<file path="config.mk">
export PLATFORM = sky130hd
export DESIGN_NAME = branch_unit
export DESIGN_NICKNAME = d
export VERILOG_FILES = /design/src/rtl/bru_pkg.sv /design/src/rtl/bru_decode.sv /design/src/rtl/bru_compare.sv /design/src/rtl/byte_stack.sv /design/src/rtl/branch_unit.sv
export SDC_FILE = /design/constraint.sdc
export NUM_CORES = 1
export LEC_CHECK = 0
export BUFFER_PORTS_ARGS = -buffer_cell sky130_fd_sc_hd__buf_2
export CORE_MARGIN = 10
export CORE_UTILIZATION = 40
export CTS_BUF_LIST = sky130_fd_sc_hd__clkbuf_8
export CTS_CLUSTER_DIAMETER = 200
export DETAILED_ROUTE_END_ITERATION = 12
export SLEW_MARGIN = 20
export SYNTH_ARGS = -nofsm -noshare
export SYNTH_HDL_FRONTEND = slang
export SYNTH_SLANG_ARGS = --single-unit
</file>
<file path="constraint.sdc">
create_clock -name clk -period 12.61 [get_ports clk]
set_input_delay 1.261 -clock clk [delete_from_list [all_inputs] [get_ports clk]]
set_output_delay 1.261 -clock clk [all_outputs]
set_load 0.01 [all_outputs]
</file>
<file path="src/rtl/bru_pkg.sv">
package bru_pkg;

  typedef enum logic [2:0] {
    K_NONE,
    K_JUMP_IMM,
    K_JUMP_PAIR,
    K_CALL,
    K_RET,
    K_CMP_PAIR,
    K_FLAG,
    K_CMP_INL
  } op_kind_e;

  typedef struct packed {
    op_kind_e   kind;
    logic [2:0] len;   // instruction length in bytes
    logic [2:0] sel;   // operand / flag selector
  } op_info_t;

  localparam logic [7:0] OP_JMP_IMM  = 8'h02;
  localparam logic [7:0] OP_JMP_PAIR = 8'h04;
  localparam logic [7:0] OP_CALL     = 8'h05;
  localparam logic [7:0] OP_RET      = 8'h0C;
  localparam logic [4:0] GRP_CMP_PAIR = 5'b10110;  // 0xB0..0xB7
  localparam logic [4:0] GRP_FLAG     = 5'b11000;  // 0xC0..0xC7
  localparam logic [4:0] GRP_CMP_INL  = 5'b11001;  // 0xC8..0xCF

endpackage

</file>
<file path="src/rtl/bru_decode.sv">
module bru_decode
  import bru_pkg::*;
(
  input  logic [7:0] opcode,
  output op_info_t   info
);

  logic [2:0] sel;
  logic [4:0] grp;

  assign sel = opcode[2:0];
  assign grp = opcode[7:3];

  always_comb begin
    info.kind = K_NONE;
    info.len  = 3'd1;
    info.sel  = sel;
    if (opcode == OP_JMP_IMM) begin
      info.kind = K_JUMP_IMM;
      info.len  = 3'd3;
    end else if (opcode == OP_JMP_PAIR) begin
      info.kind = K_JUMP_PAIR;
    end else if (opcode == OP_CALL) begin
      info.kind = K_CALL;
    end else if (opcode == OP_RET) begin
      info.kind = K_RET;
    end else if (grp == GRP_CMP_PAIR && sel != 3'd7) begin
      info.kind = K_CMP_PAIR;
      info.len  = (sel == 3'd0) ? 3'd2 : 3'd1;
    end else if (grp == GRP_FLAG) begin
      info.kind = K_FLAG;
      info.len  = 3'd3;
    end else if (grp == GRP_CMP_INL) begin
      info.kind = K_CMP_INL;
      info.len  = (sel == 3'd0) ? 3'd4 : 3'd3;
    end
  end

endmodule

</file>
<file path="src/rtl/bru_compare.sv">
module bru_compare #(
  parameter int DATA_W = 8
) (
  input  logic [2:0]        sel,
  input  logic [DATA_W-1:0] imm,
  input  logic [DATA_W-1:0] reg_a,
  input  logic [DATA_W-1:0] reg_b,
  input  logic [DATA_W-1:0] reg_c,
  input  logic [DATA_W-1:0] reg_d,
  input  logic [DATA_W-1:0] reg_e,
  input  logic [DATA_W-1:0] reg_f,
  input  logic [DATA_W-1:0] reg_g,
  input  logic [DATA_W-1:0] mem_byte,
  input  logic [7:0]        flags,
  output logic              equal,
  output logic              flag_hit
);

  logic [DATA_W-1:0] opnd [8];

  assign opnd[0] = imm;
  assign opnd[1] = reg_b;
  assign opnd[2] = reg_c;
  assign opnd[3] = reg_d;
  assign opnd[4] = reg_e;
  assign opnd[5] = reg_f;
  assign opnd[6] = reg_g;
  assign opnd[7] = mem_byte;

  assign equal    = (reg_a == opnd[sel]);
  assign flag_hit = flags[sel];

endmodule

</file>
<file path="src/rtl/byte_stack.sv">
module byte_stack #(
  parameter int W     = 8,
  parameter int DEPTH = 8
) (
  input  logic         clk,
  input  logic         rst_n,
  input  logic         push,
  input  logic         pop,
  input  logic [W-1:0] din,
  output logic [W-1:0] dout,
  output logic         full,
  output logic         empty
);

  localparam int CW = $clog2(DEPTH);
  localparam logic [CW:0] FULL_CNT = (CW+1)'(DEPTH);

  logic [W-1:0]  mem [DEPTH];
  logic [CW:0]   cnt_q, cnt_d;
  logic          wr_en, rd_en;
  logic [CW-1:0] wr_idx, rd_idx;

  assign full   = (cnt_q == FULL_CNT);
  assign empty  = (cnt_q == '0);
  assign wr_en  = push && !full;
  assign rd_en  = pop && !empty;
  assign wr_idx = cnt_q[CW-1:0];
  assign rd_idx = CW'(cnt_q - 1'b1);
  assign dout   = empty ? '0 : mem[rd_idx];

  always_comb begin
    cnt_d = cnt_q;
    if (wr_en && !rd_en)
      cnt_d = cnt_q + 1'b1;
    else if (rd_en && !wr_en)
      cnt_d = cnt_q - 1'b1;
  end

  always_ff @(posedge clk or negedge rst_n) begin
    if (!rst_n)
      cnt_q <= '0;
    else
      cnt_q <= cnt_d;
  end

  always_ff @(posedge clk) begin
    if (wr_en)
      mem[wr_idx] <= din;
  end

endmodule

</file>
<file path="src/rtl/branch_unit.sv">
module branch_unit
  import bru_pkg::*;
#(
  parameter int DATA_W      = 8,
  parameter int STACK_DEPTH = 8
) (
  input  logic                clk,
  input  logic                rst_n,
  input  logic                exec_en,
  input  logic [7:0]          opcode,
  input  logic [DATA_W-1:0]   op_b1,
  input  logic [DATA_W-1:0]   op_b2,
  input  logic [DATA_W-1:0]   op_b3,
  input  logic [DATA_W-1:0]   reg_a,
  input  logic [DATA_W-1:0]   reg_b,
  input  logic [DATA_W-1:0]   reg_c,
  input  logic [DATA_W-1:0]   reg_d,
  input  logic [DATA_W-1:0]   reg_e,
  input  logic [DATA_W-1:0]   reg_f,
  input  logic [DATA_W-1:0]   reg_g,
  input  logic [DATA_W-1:0]   mem_byte,
  input  logic [7:0]          flags,
  input  logic [2*DATA_W-1:0] pc,
  output logic [2*DATA_W-1:0] next_pc,
  output logic                taken,
  output logic                push_stb,
  output logic                pop_stb,
  output logic                overflow,
  output logic                underflow
);

  localparam int ADDR_W = 2 * DATA_W;
  localparam int HALVES = 2;

  // reset: asserted asynchronously, released on a clock edge
  logic rst_meta, rst_sync_n;
  always_ff @(posedge clk or negedge rst_n) begin
    if (!rst_n) begin
      rst_meta   <= 1'b0;
      rst_sync_n <= 1'b0;
    end else begin
      rst_meta   <= 1'b1;
      rst_sync_n <= rst_meta;
    end
  end

  op_info_t          info;
  logic              equal, flag_hit;
  logic [ADDR_W-1:0] seq_pc, ret_addr, top_addr, pair_addr;
  logic [HALVES-1:0] full_v, empty_v;
  logic              stk_full, stk_empty;
  logic [DATA_W-1:0] half_top [HALVES];

  bru_decode u_dec (
    .opcode (opcode),
    .info   (info)
  );

  bru_compare #(.DATA_W(DATA_W)) u_cmp (
    .sel      (info.sel),
    .imm      (op_b1),
    .reg_a    (reg_a),
    .reg_b    (reg_b),
    .reg_c    (reg_c),
    .reg_d    (reg_d),
    .reg_e    (reg_e),
    .reg_f    (reg_f),
    .reg_g    (reg_g),
    .mem_byte (mem_byte),
    .flags    (flags),
    .equal    (equal),
    .flag_hit (flag_hit)
  );

  // half 0 keeps the low byte, half 1 the high byte
  for (genvar h = 0; h < HALVES; h++) begin : g_half
    byte_stack #(.W(DATA_W), .DEPTH(STACK_DEPTH)) u_stk (
      .clk   (clk),
      .rst_n (rst_sync_n),
      .push  (push_stb),
      .pop   (pop_stb),
      .din   (ret_addr[h*DATA_W +: DATA_W]),
      .dout  (half_top[h]),
      .full  (full_v[h]),
      .empty (empty_v[h])
    );
  end

  assign top_addr  = {half_top[1], half_top[0]};
  assign stk_full  = |full_v;
  assign stk_empty = |empty_v;
  assign pair_addr = {reg_f, reg_g};
  assign ret_addr  = pc + ADDR_W'(1);
  assign seq_pc    = pc + ADDR_W'(info.len);

  always_comb begin
    next_pc   = seq_pc;
    taken     = 1'b0;
    push_stb  = 1'b0;
    pop_stb   = 1'b0;
    overflow  = 1'b0;
    underflow = 1'b0;
    if (!exec_en) begin
      next_pc = ret_addr;
    end else begin
      unique case (info.kind)
        K_JUMP_IMM: begin
          taken   = 1'b1;
          next_pc = {op_b1, op_b2};
        end
        K_JUMP_PAIR: begin
          taken   = 1'b1;
          next_pc = pair_addr;
        end
        K_CALL: begin
          if (stk_full) begin
            overflow = 1'b1;
            next_pc  = ret_addr;
          end else begin
            push_stb = 1'b1;
            taken    = 1'b1;
            next_pc  = pair_addr;
          end
        end
        K_RET: begin
          if (stk_empty) begin
            underflow = 1'b1;
            next_pc   = ret_addr;
          end else begin
            pop_stb = 1'b1;
            taken   = 1'b1;
            next_pc = top_addr;
          end
        end
        K_CMP_PAIR: begin
          if (equal) begin
            taken   = 1'b1;
            next_pc = pair_addr;
          end
        end
        K_FLAG: begin
          if (flag_hit) begin
            taken   = 1'b1;
            next_pc = {op_b1, op_b2};
          end
        end
        K_CMP_INL: begin
          if (equal) begin
            taken   = 1'b1;
            next_pc = (info.sel == 3'd0) ? {op_b2, op_b3} : {op_b1, op_b2};
          end
        end
        default: ;
      endcase
    end
  end

endmodule

</file>
==> results.json <==
{
  "outcome": "completed",
  "floorplan.initialDensity_pct": 40.6,
  "avgViaCountPerCell": 5.89,
  "cp.arrival_ns": 5.28,
  "timing.final.crit_period_ns": 6.54,
  "via_count": 6757,
  "grt_pass1_vias": 6625,
  "final_cell_mix": "buf_2 (143), edfxtp_1 (128), nand2_1 (79)",
  "power_leakage_nw": 3.65,
  "path_class": "input pin to output pin",
  "syn_inst": 730,
  "grt_overflow": 0,
  "cp-end-kind": "output pin",
  "min_path_type": "register to async pin",
  "antenna_found_initial": 2,
  "finalPower_w": 0.00109,
  "cp_max_fo": 35,
  "drt_iter0_drc": 814,
  "synth_ff_type": "edfxtp_1",
  "ctsHoldBuffers": 0,
  "crit_path_start_kind": "input pin",
  "drc": 0,
  "clock_path_buffers": 2,
  "regArea_um2": 4090,
  "grt_max_degree": 36,
  "seq_area_frac_synth_pct": 48.0,
  "hpwl_mm": 19.9,
  "cts_root_buffer": "clkbuf_8",
  "clkTransAtPathRegs_ns": 0.09,
  "ir_drop_uv": 82.6,
  "num_io_pins": 144,
  "cts_max_level": 4,
  "syn_area_um2": 8530,
  "die_area_um2": 27600,
  "setup_slack_ns": 6.07,
  "detailed_place.area_um2": 9470,
  "cts.sinks": 138,
  "port-buffer-count": 143,
  "rows": 53,
  "rsz0062_at_grt": "false",
  "clock_latency_ns": 0.45,
  "area_growth_pct": 15.9,
  "clock_skew_ns": 0.0130,
  "multiInputGateArea_um2": 4130,
  "max_freq_mhz": 153,
  "cts_tree": "yes",
  "p_per_area_nw_per_um2": 111,
  "mostFrequentLayoutCell": "buf_2",
  "fp.dieW_um": 166,
  "n_fill_cell": 1955,
  "ant_nets": 0,
  "finalSetupTns_ns": 0,
  "maxCapViolations": 0,
  "synth.distinct_cells": 71,
  "postSynthAreaPerCell_um2": 11.7,
  "post-place-ws_ns": 6.12,
  "layoutNonFillerInstCount": 1148,
  "yosys_register_bits": 138,
  "synth_edf_count": 128,
  "coreArea_um2": 21000,
  "finalCritPeriodShare_pct": 51.8,
  "dr.pass1.iters": 5,
  "postCtsSetupBuffers": 0,
  "grt_pass1_wl_mm": 41.2,
  "place.gp.congestion": 0.923,
  "die_y_um": 166,
  "final_nets": 993,
  "tightest_slew_ns": 0.982,
  "final_layout_size_suffix_gt1_share_pct": 30.3,
  "wire_per_inst_um": 23.0,
  "slew_violations": 0,
  "ys_async_sr_fraction_pct": 7.25,
  "placed_cells": 1115,
  "cts-buffers-inserted": 17,
  "required_ns": 11.35,
  "hold_viol_final": 0,
  "max-slew-margin-rel_pct": 34.3,
  "yosysWarnings": 0,
  "ctsResizeCount": 0,
  "grt_usage_pct": 18.8,
  "synth_nets": 864,
  "final_area_um2": 9890,
  "drt_wl_total_mm": 26.4,
  "setup_violations": 0
}
through the flow:
step	util (%)	hold WS, ns
after detailed placement	45.1	0.166
after global routing	47.0	0.180
after floorplan	-	0.0946
final	47.0	0.146
after CTS	47.0	0.175
after global placement	45.0	0.150
synthesized netlist by cell type (4+ instances only):
| library cell | n | share of area [%] |
|---|---|---|
| a2111oi_0 | 4 | 0.41 |
| a211oi_1 | 4 | 0.35 |
| a21o_1 | 4 | 0.35 |
| a21oi_1 | 38 | 2.2 |
| a221oi_1 | 6 | 0.62 |
| a222oi_1 | 4 | 0.47 |
| a22o_1 | 5 | 0.51 |
| a31oi_1 | 10 | 0.73 |
| and3_1 | 7 | 0.51 |
| buf_1 | 5 | 0.22 |
| buf_2 | 10 | 0.59 |
| buf_6 | 7 | 0.92 |
| clkbuf_1 | 27 | 1.2 |
| dfrtp_1 | 10 | 2.9 |
| edfxtp_1 | 128 | 45 |
| ha_1 | 10 | 1.5 |
| inv_1 | 14 | 0.62 |
| mux2_2 | 9 | 1.2 |
| mux2i_1 | 33 | 3.9 |
| mux4_2 | 40 | 11 |
| nand2_1 | 79 | 3.5 |
| nand2b_1 | 7 | 0.51 |
| nand3_1 | 16 | 0.94 |
| nand4_1 | 12 | 0.88 |
| nor2_1 | 49 | 2.2 |
| nor2b_1 | 5 | 0.37 |
| nor3_1 | 12 | 0.70 |
| nor3b_1 | 4 | 0.35 |
| nor4_1 | 4 | 0.29 |
| o211ai_1 | 11 | 0.97 |
| o21ai_0 | 25 | 1.5 |
| o21ai_1 | 6 | 0.35 |
| o22ai_1 | 12 | 0.88 |
| o311a_1 | 5 | 0.59 |
| or3_1 | 4 | 0.29 |
| xnor2_1 | 19 | 2.0 |
| xor2_1 | 25 | 2.6 |
flip-flops by register name, summed over array words and instances, names as in the netlist:
name,cells
g_half.u_stk.mem,128
g_half.u_stk.cnt_q,8
rst_meta,1
rst_sync_n,1
worst paths after layout:
check,from,end,slack (ns),cells past startpoint
min in group clk,rst_meta$_DFF_PN0_,rst_sync_n$_DFF_PN0_,0.36,0
max in group asynchronous,rst_n,rst_sync_n$_DFF_PN0_,11.94,1
worst max register to register,g_half[1].u_stk.cnt_q[0]$_DFFE_PN0P_,g_half[1].u_stk.mem[7][5]$_DFFE_PP_,9.03,10
worst max-delay path,opcode[1],next_pc[14],6.07,16
worst min register to register,rst_sync_n$_DFF_PN0_,g_half[1].u_stk.cnt_q[2]$_DFFE_PN0P_,0.15,0
worst min-delay path,rst_sync_n$_DFF_PN0_,g_half[1].u_stk.cnt_q[2]$_DFFE_PN0P_,0.15,0
kinds of logic after synthesis:
group	after synthesis	share of synthesized area, %
buffers and inverters	66	3.75
xor gates and xnor gates	44	4.52
AOI/OAI and AO/OA	162	13.1
DFF	138	48.0
and+or+nand+nor	222	12.7
muxes	86	16.2
adders and majority gates	11	1.70
other	1	0.0440
critical path, cell delays in order:
cell,delay (ns)
buf_2,0.60
nand3_1,0.27
nor2b_1,0.34
o21ai_0,0.21
ha_1,0.21
inv_1,0.07
fa_1,0.42
nor2b_1,0.19
o21bai_1,0.13
or3_1,0.36
nor2_1,0.13
xnor2_1,0.18
nor2_1,0.08
a2111oi_0,0.42
a31oi_1,0.21
buf_2,0.18
power breakdown:
| group | switching, W | internal [W] |
|---|---|---|
| combinational | 0.000124 | 0.0000896 |
| clock | 0.000187 | 0.000184 |
| sequential | 0.00000440 | 0.000504 |
per-layer routing:
layer | track usage (%) | wire length [um] | share of wire [%]
met1 | 26.2 | 12000 | 45
met2 | 28.2 | 11800 | 45
met3 | 4.52 | 2070 | 7.8
met4 | 5.82 | 602 | 2.3
met5 | 0 | 7 | 0.026
area by class of cell:
type                       count  share of cell area [%]
clock inverter                15                    1.80
antenna                        1                  0.0253
sequential                   138                    41.4
inverter                      15                   0.569
timing repair buffer         161                    8.61
tap                          275                    3.48
clock buffer                  17                    2.37
multi-input combinational    526                    41.7
(Power assumes the default switching activity.)
